===== src/rtl/feac_pkg.sv =====
package feac_pkg;
  typedef enum logic {
    LINK_IDLE = 1'b0,
    LINK_MSG  = 1'b1
  } link_e;
endpackage


===== src/rtl/feac_word_builder.sv =====
module feac_word_builder #(
  parameter int MSG_W  = 8,
  parameter int FLAG_W = 8,
  localparam int WORD_W = MSG_W + FLAG_W
) (
  input  logic [MSG_W-1:0]  msg,
  input  logic              cbit_mode,
  output logic [WORD_W-1:0] word,
  output feac_pkg::link_e   link
);
  // A message is sendable only in C-bit mode with both end bits clear.
  always_comb begin
    if (cbit_mode && !msg[MSG_W-1] && !msg[0]) link = feac_pkg::LINK_MSG;
    else                                       link = feac_pkg::LINK_IDLE;
  end

  // Word, LSB leaves first: flag ones in the low bits, message above.
  always_comb begin
    if (link == feac_pkg::LINK_MSG) word = {msg, {FLAG_W{1'b1}}};
    else                            word = '1;
  end
endmodule


===== src/rtl/feac_serializer.sv =====
module feac_serializer #(
  parameter int WORD_W = 16,
  parameter int FLAG_W = 8
) (
  input  logic              clk,
  input  logic              rst,
  input  logic              slot_stb,
  input  logic [WORD_W-1:0] load_word,
  output logic              tx_bit,
  output logic              word_end
);
  localparam int CNT_W = $clog2(WORD_W);
  localparam logic [CNT_W-1:0] LAST = CNT_W'(WORD_W - 1);
  localparam logic [CNT_W-1:0] FLAG_END = CNT_W'(FLAG_W);

  logic [CNT_W-1:0]  cnt;
  logic [WORD_W-1:0] sh;

  assign word_end = slot_stb && (cnt == LAST);

  always_ff @(posedge clk) begin
    if (rst) begin
      cnt    <= '0;
      sh     <= '1;
      tx_bit <= 1'b1;
    end else if (slot_stb) begin
      tx_bit <= sh[0];
      if (word_end) begin
        cnt <= '0;
        sh  <= load_word;
      end else begin
        cnt <= cnt + 1'b1;
        sh  <= {1'b1, sh[WORD_W-1:1]};
      end
    end
  end

  // output moves only on a slot strobe
  a_r2_hold_between_slots: assert property (@(posedge clk) disable iff (rst)
    !slot_stb |=> $stable(tx_bit));
  // counter restarts after the last slot
  a_r2_word_wrap: assert property (@(posedge clk) disable iff (rst)
    word_end |=> (cnt == '0));
  // flag slots always carry ones
  a_r2_flag_ones: assert property (@(posedge clk) disable iff (rst)
    (slot_stb && (cnt < FLAG_END)) |=> tx_bit);
endmodule


===== src/rtl/feac_irq_gen.sv =====
module feac_irq_gen (
  input  logic            clk,
  input  logic            rst,
  input  logic            word_end,
  input  feac_pkg::link_e link,
  input  logic            irq_en,
  output logic            irq
);
  feac_pkg::link_e link_prev;

  always_ff @(posedge clk) begin
    if (rst) begin
      link_prev <= feac_pkg::LINK_IDLE;
      irq       <= 1'b0;
    end else begin
      link_prev <= link;
      irq       <= irq_en && (word_end || (link != link_prev));
    end
  end

  // no pulse without the enable
  a_r9_gated: assert property (@(posedge clk) disable iff (rst)
    irq |-> $past(irq_en));
  // every word end raises the pulse when enabled
  a_r7_word_end_pulse: assert property (@(posedge clk) disable iff (rst)
    (word_end && irq_en) |=> irq);
endmodule


===== src/rtl/feac_tx.sv =====
module feac_tx #(
  parameter int MSG_W  = 8,
  parameter int FLAG_W = 8
) (
  input  logic             clk,
  input  logic             rst,
  input  logic             slot_stb,
  input  logic             cbit_mode,
  input  logic [MSG_W-1:0] msg_byte,
  input  logic             irq_en,
  output logic             feac_bit,
  output logic             irq
);
  localparam int WORD_W = MSG_W + FLAG_W;

  logic [WORD_W-1:0] next_word;
  feac_pkg::link_e   link;
  logic              word_end;

  feac_word_builder #(.MSG_W(MSG_W), .FLAG_W(FLAG_W)) u_build (
    .msg(msg_byte), .cbit_mode(cbit_mode), .word(next_word), .link(link)
  );

  feac_serializer #(.WORD_W(WORD_W), .FLAG_W(FLAG_W)) u_ser (
    .clk(clk), .rst(rst), .slot_stb(slot_stb), .load_word(next_word),
    .tx_bit(feac_bit), .word_end(word_end)
  );

  feac_irq_gen u_irq (
    .clk(clk), .rst(rst), .word_end(word_end), .link(link),
    .irq_en(irq_en), .irq(irq)
  );

  // reset leaves the line idle and quiet
  a_r1_reset_state: assert property (@(posedge clk)
    rst |=> (feac_bit && !irq));
endmodule


===== config.mk =====
export PLATFORM = sky130hd
export DESIGN_NAME = feac_tx
export DESIGN_NICKNAME = d
export VERILOG_FILES = /design/src/rtl/feac_pkg.sv /design/src/rtl/feac_word_builder.sv /design/src/rtl/feac_serializer.sv /design/src/rtl/feac_irq_gen.sv /design/src/rtl/feac_tx.sv
export SDC_FILE = /design/constraint.sdc
export NUM_CORES = 1
export LEC_CHECK = 0
export ABC_AREA = 0
export BUFFER_PORTS_ARGS = -buffer_cell sky130_fd_sc_hd__buf_2
export CAP_MARGIN = 5
export CORE_MARGIN = 2
export CORE_UTILIZATION = 35
export DETAILED_ROUTE_END_ITERATION = 8
export GPL_TIMING_DRIVEN = 1
export PLACE_DENSITY = 0.6
export RECOVER_POWER = 50
export SYNTH_ARGS = -nofsm -noshare
export SYNTH_HDL_FRONTEND = slang
export SYNTH_SLANG_ARGS = --single-unit

===== constraint.sdc =====
create_clock -name clk -period 2.1 [get_ports clk]
set_input_delay 0.315 -clock clk [delete_from_list [all_inputs] [get_ports clk]]
set_output_delay 0.315 -clock clk [all_outputs]
set_load 0.005 [all_outputs]

==> results of run 1 <==
-- kinds of logic (layout without fill, tap and decap cells) --
| family | count (synthesis) | count (layout) |
|---|---|---|
| compound gates | 28 | 28 |
| buf+inv | 16 | 27 |
| flops | 23 | 23 |
| simple gates | 41 | 41 |
| fa+ha+maj | 1 | 1 |
| mux | 1 | 1 |
| xor+xnor | 2 | 2 |
-- where the power goes --
part	internal [uW]	leakage (uW)	total, uW	switching, uW
logic	34.3	0.000264	76.0	41.7
registers	450	0.000188	458	8.12
clock network	71.1	0.0000177	200	129
total	556	0.000470	734	179
-- layout make-up --
class | count | area (sq um) | area share (%)
well taps | 33 | 41.29 | 3.579
clock inverters | 1 | 5.005 | 0.4338
repair buffers | 16 | 80.08 | 6.941
clock buffers | 3 | 22.52 | 1.952
inverters | 7 | 26.28 | 2.278
multi-input cells | 73 | 518.0 | 44.90
flip-flops and latches | 23 | 460.4 | 39.91
-- layout by cell type, fill, tap and decap left out --
| cell | synthesis | final |
|---|---|---|
| inv_1 | 7 | 7 |
| nand2_1 | 9 | 9 |
| or3_1 | 1 | 1 |
| clkbuf_4 | 0 | 3 |
| xor2_1 | 2 | 2 |
| nor2_1 | 3 | 3 |
| a41o_1 | 1 | 1 |
| nor2b_1 | 1 | 1 |
| or3b_2 | 1 | 1 |
| and3_1 | 1 | 1 |
| buf_2 | 4 | 12 |
| nand3b_1 | 1 | 1 |
| clkbuf_2 | 0 | 1 |
| o21ai_0 | 1 | 1 |
| a21oi_1 | 4 | 4 |
| o21ai_2 | 6 | 6 |
| clkbuf_1 | 2 | 2 |
| a211o_1 | 1 | 1 |
| mux2i_1 | 1 | 1 |
| clkinv_2 | 0 | 1 |
| nor3_1 | 2 | 2 |
| nand4_1 | 1 | 1 |
| o22ai_1 | 9 | 9 |
| or4b_1 | 0 | 1 |
| buf_4 | 1 | 1 |
| nand2b_1 | 19 | 19 |
| dfxtp_1 | 23 | 23 |
| and4b_1 | 1 | 1 |
| ha_1 | 1 | 1 |
| o221ai_2 | 6 | 6 |
-- registers in the layout (all words and copies together), names as in the netlist --
register and count:
u_ser.tx_bit 1, u_irq.link_prev 1, u_irq.irq 1, u_ser.cnt 4, u_ser.sh 16
-- metrics by stage --
stage / setup slack, ps / instances
4_1_cts: 571.5 / 156
2_1_floorplan: 737.9 / 112
3_5_place_dp: 573.8 / 152
5_1_grt: 477.7 / 156
6_report: 566.0 / 156
3_3_place_gp: 624.7 / 152
-- path summary, 6_finish.rpt --
kind	startpoint	endpoint	slack, ps	cells after the start
max	u_ser.cnt[0]$_SDFFE_PP0P_	u_ser.sh[10]$_SDFFE_PP1P_	570	4
min	msg_byte[5]	u_ser.sh[13]$_SDFFE_PP1P_	210	3
max reg2reg	u_ser.cnt[0]$_SDFFE_PP0P_	u_ser.sh[10]$_SDFFE_PP1P_	570	4
min reg2reg	u_ser.sh[0]$_SDFFE_PP1P_	u_ser.tx_bit$_SDFFE_PP1P_	490	1
-- metal layers --
metal	track usage, %	share of wire (%)
met1	12.80	45
met2	19.78	51
met4	2.922	0.95
met5	0	0
met3	1.528	3.3
-- critical path: stages (launching register included) --
cell,delay (ps)
dfxtp_1,420
ha_1,250
and3_1,390
buf_4,240
o221ai_2,110
==> summary.md, run 1 <==
| Metric | Value |
|---|---|
| Largest family of logic cells by synthesized area | compound AO/OA/AOI/OAI gates |
| Initial Util | between 30% and 40% |
| Cts-stage hold buffer count | 0 |
| Most common cell in the netlist | dfxtp_1 |
| Mapped Area | around 1100 sq um |
| Root buffer cell | clkbuf_4 |
| Max Root-Sink Buffers | 2 |
| Slew Viols, Final | 0 |
| Die Wd | ~59 um |
| Gate Count Post-Synth | about 110 |
| Clk_lat worst skew | around 310 ps |
| CTS clk-pin slew, worst paths | about 130 ps |
| DR vias/cell | roughly 5.1 |
| Most area-hungry cell type in the Yosys netlist | dfxtp_1 |
| Fin crit period | 1534 ps |
| Synth Flop Type | dfxtp_1 |
| Finished Cell Area | 1154 sq um |
| Share of layout cells above drive strength 1 | 25.20% |
| Fillers | a little under 300 |
| Worst slew pin tran | 663.1 ps |
| Initial antenna violation count | 0 |
| Min Hold Slack | between 200 and 250 ps |
| Fin. Hold Viols | 0 |
| CP startpoint kind | flop |
| Post-synthesis adder-cell area fraction | under 10% |
| PwrDens | between 600 and 700 nW/um^2 |
| Yosys reg bits | 23 |
| DR DRC count | 0 |
| Vias in the first global route | ~700 |
| CTS buffer count | 3 |
| Final core occ | between 30% and 40% |
| Resized cells post-CTS | 0 |
| F_max | 0.6519 GHz |
| CTS tree | yes |
| Synth top area cells | dfxtp_1, nand2b_1, o221ai_2, o22ai_1, o21ai_2 |
| Max_slew headroom | a little under three fifths |
| Crit-path max FO | 9 |
| RSZ-0062 raised after global routing | no |
| Multiplexer share of the synthesized area | less than 1% |
| Final setup vio count | 0 |
| FFs w/ async S/R, synth | 0% |
| Vias after detailed routing | just under 800 |
| Routed WL | 1.786 mm |
| WP data arrival | approximately 1700 ps |
| Total power | 734.4 uW |
| Simple-gate share of the synthesized area | 22.42% |
| Initial DRC count | 11 |
| Worst setup EP type | flop |
| Mapped Avg Cell Area | approximately 9.5 sq um |
| Post-Syn Nets | roughly 130 |
| CP required | approximately 2300 ps |
| GPL Wtd Cong | about 0.79 |
| WS Path Type | reg -> reg |
| WL/cell | roughly 11 um |
| CORE AREA | approximately 3000 sq um |
| Buffers added on ports | 14 |
| Drt first pass iters | 4 |
| Max-cap violations | 0 |
| Synth Area in XOR/XNOR | between 1.5 and 2% |
| Rows | 20 |
| Largest net degree at the start of global routing | 35 |
| Routed Antenna Nets | 0 |
| # Post-CTS Setup Buffers | 0 |
| Grt ovf | 0 |
| First-pass GRT wire length | around 3 mm |
| Clock sink count | 23 |
| Die Y | 59.19 um |
| Placed inst area | approximately 1100 sq um |
| Detailed Place HPWL | ~1.3 mm |
| Status | complete, no violations |
| Final-stage net count | ~140 |
| GRT Total Usage | a little over a tenth |
| HP Class | in -> reg |
| IO Count | 15 |
| YS warnings | 0 |
| Post-synthesis compound-gate area fraction | between 20% and 30% |
| Sequential area share after synthesis | 43.19% |
| Post-Route Skew | 11.49 ps |
| Leak pwr | ~0.00047 uW |
| Peak VDD IR | around 0.3 mV |
| Number of synthesized flops with an enable pin | 0 |
| Area Growth Syn to Fin | 8.216% |
| Commonest cells post-synth | dfxtp_1, nand2b_1, nand2_1, o22ai_1, inv_1 |
| Synth unique cells | 28 |
| Number of H-tree levels | 1 |
| Die footprint | around 3500 sq um |
| Setup TNS | 0 ps |
| Period utilization | 73.05% |
| Antenna diodes | 0 |
| Post-synth top area share | between 40% and 50% |
No activity file was read; power rests on OpenSTA's default activity.
==> run 2: changes to the inputs <==
PLACE_DENSITY = 0.62   (was 0.6)
clock period = 1.3 ns   (was 2.1 ns; I/O delays follow)
==> summary.md, run 2 (synthesis gave the netlist of run 1 again) <==
| Metric | Value |
|---|---|
| Status | complete, no violations |
| Rows | 20 |
| Finished Cell Area | between 1000 and 1500 sq um |
| Antenna diodes | 0 |
| Top Registers | u_ser.sh x16, u_ser.cnt x4 |
| Most common cell after layout, fill and taps aside | dfxtp_1 |
| GPL Wtd Cong | roughly 0.7 |
| CP startpoint kind | flop |
| Clk_lat worst skew | a little over 300 ps |
| # Post-CTS Setup Buffers | 0 |
| DR vias/cell | slightly above 5 |
| Max Root-Sink Buffers | 2 |
| CTS clk-pin slew, worst paths | about 120 ps |
| Post-Route Skew | around 4.4 ps |
| Cts-stage hold buffer count | 0 |
| Reg2Reg Setup Slack | around 75 ps |
| WP data arrival | between 1000 and 1500 ps |
| Pre-CTS setup slack | -14.22 ps |
| Buffers added on ports | 14 |
| HP Class | in -> reg |
| Fin. Hold Viols | 0 |
| Share of layout cells above drive strength 1 | a little under a third |
| Max reg flops | 16 |
| Die Y | 59.19 um |
| Clock sink count | 23 |
| Max_slew headroom | around three quarters |
| Detailed Place HPWL | around 1.4 mm |
| Number of H-tree levels | 1 |
| Die footprint | roughly 3500 sq um |
| Root buffer cell | clkbuf_4 |
| CTS tree | yes |
| Min Hold Slack | approximately 94 ps |
| CORE AREA | approximately 3000 sq um |
| Peak VDD IR | between 0.7 and 0.8 mV |
| F_max | roughly 0.82 GHz |
| Drt first pass iters | 6 |
| Placed inst area | about 1200 sq um |
| Area Growth Syn to Fin | 14.67% |
| Worst setup EP type | flop |
| Final setup vio count | 0 |
| Leak pwr | 0.0005085 uW |
| Initial antenna violation count | 0 |
| WS Path Type | reg -> reg |
| Top sig layer | met4 |
| Most frequent cells in the layout | dfxtp_1, nand2b_1, buf_2, nand2_1 |
| Slew Viols, Final | 0 |
| Resized cells post-CTS | 0 |
| Die Wd | ~60 um |
| RSZ-0062 raised after global routing | no |
| Initial Util | 35.80% |
| Fin crit period | ~1200 ps |
| Met3 WL post-DR | ~76 um |
| Crit-path max FO | 6 |
| Smallest setup slack after layout | 75.03 ps |
| First-pass GRT wire length | between 3 and 4 mm |
| Final-stage net count | around 140 |
| GRT Total Usage | around an eighth |
| Max-cap violations | 0 |
| CP required | roughly 1500 ps |
| DR DRC count | 0 |
| Vias in the first global route | 836 |
| Routed Antenna Nets | 0 |
| Total power | about 1200 uW |
| IO Count | 15 |
| Most flops, register | u_ser.sh |
| Grt ovf | 0 |
| Routed WL | around 1.8 mm |
| Worst slew pin tran | 402.3 ps |
| Initial DRC count | 18 |
| Met1 WL | around 830 um |
| Period utilization | 94.23% |
| Largest net degree at the start of global routing | 22 |
| PwrDens | around 990 nW/um^2 |
| Met2 WL post-DR | 917 um |
| CTS buffer count | 3 |
| Vias after detailed routing | between 800 and 900 |
| WL/cell | ~11 um |
run 2: changes by cell type in the layout (fill, tap and decap cells not counted), sizes merged:
cell and delta:
buf +6
run 2: metal layers:
metal  GRT usage [%]  vias up
li1                -      425
met1           13.99      392
met2           23.08       11
met3           3.930        2
met4           1.948        0
met5               0        -
run 2: through the flow:
| step | TNS (ps) | utilization (%) | cells |
|---|---|---|---|
| 3_5_place_dp | -20.64 | 39.71 | 158 |
| 5_1_grt | 0 | 41.05 | 162 |
| 4_1_cts | 0 | 40.63 | 162 |
| 6_report | 0 | 41.05 | 162 |
| 2_1_floorplan | 0 | - | 112 |
| 3_3_place_gp | 0 | 39.71 | 158 |
run 2: final cells by class:
type | instances | area, sq um
Fill cell | 309 | 1755
Multi-Input combinational cell | 73 | 539.3
Clock buffer | 3 | 22.52
Sequential cell | 23 | 460.4
Clock inverter | 1 | 5.005
Timing Repair Buffer | 22 | 127.6
Tap cell | 33 | 41.29
Inverter | 7 | 26.28
run 2: power breakdown:
part	total (uW)	internal (uW)	switching, uW
sequential	738	727	10.4
combinational	140	66.0	73.9
clock	328	115	213
total	1210	908	297
run 2: worst paths after layout:
check | depth (start not counted) | endpoint | startpoint
hold / removal | 3 | u_ser.sh[12]$_SDFFE_PP1P_ | msg_byte[4]
setup / recovery | 4 | u_ser.sh[11]$_SDFFE_PP1P_ | u_ser.cnt[0]$_SDFFE_PP0P_
hold reg to reg | 1 | u_ser.tx_bit$_SDFFE_PP1P_ | u_ser.sh[0]$_SDFFE_PP1P_
setup reg to reg | 4 | u_ser.sh[11]$_SDFFE_PP1P_ | u_ser.cnt[0]$_SDFFE_PP0P_
run 2: critical path, cell delays in order (launching register included):
cell	delay (ps)
dfxtp_1	340
ha_2	210
a41o_1	360
o21ai_2	110
o221ai_2	100
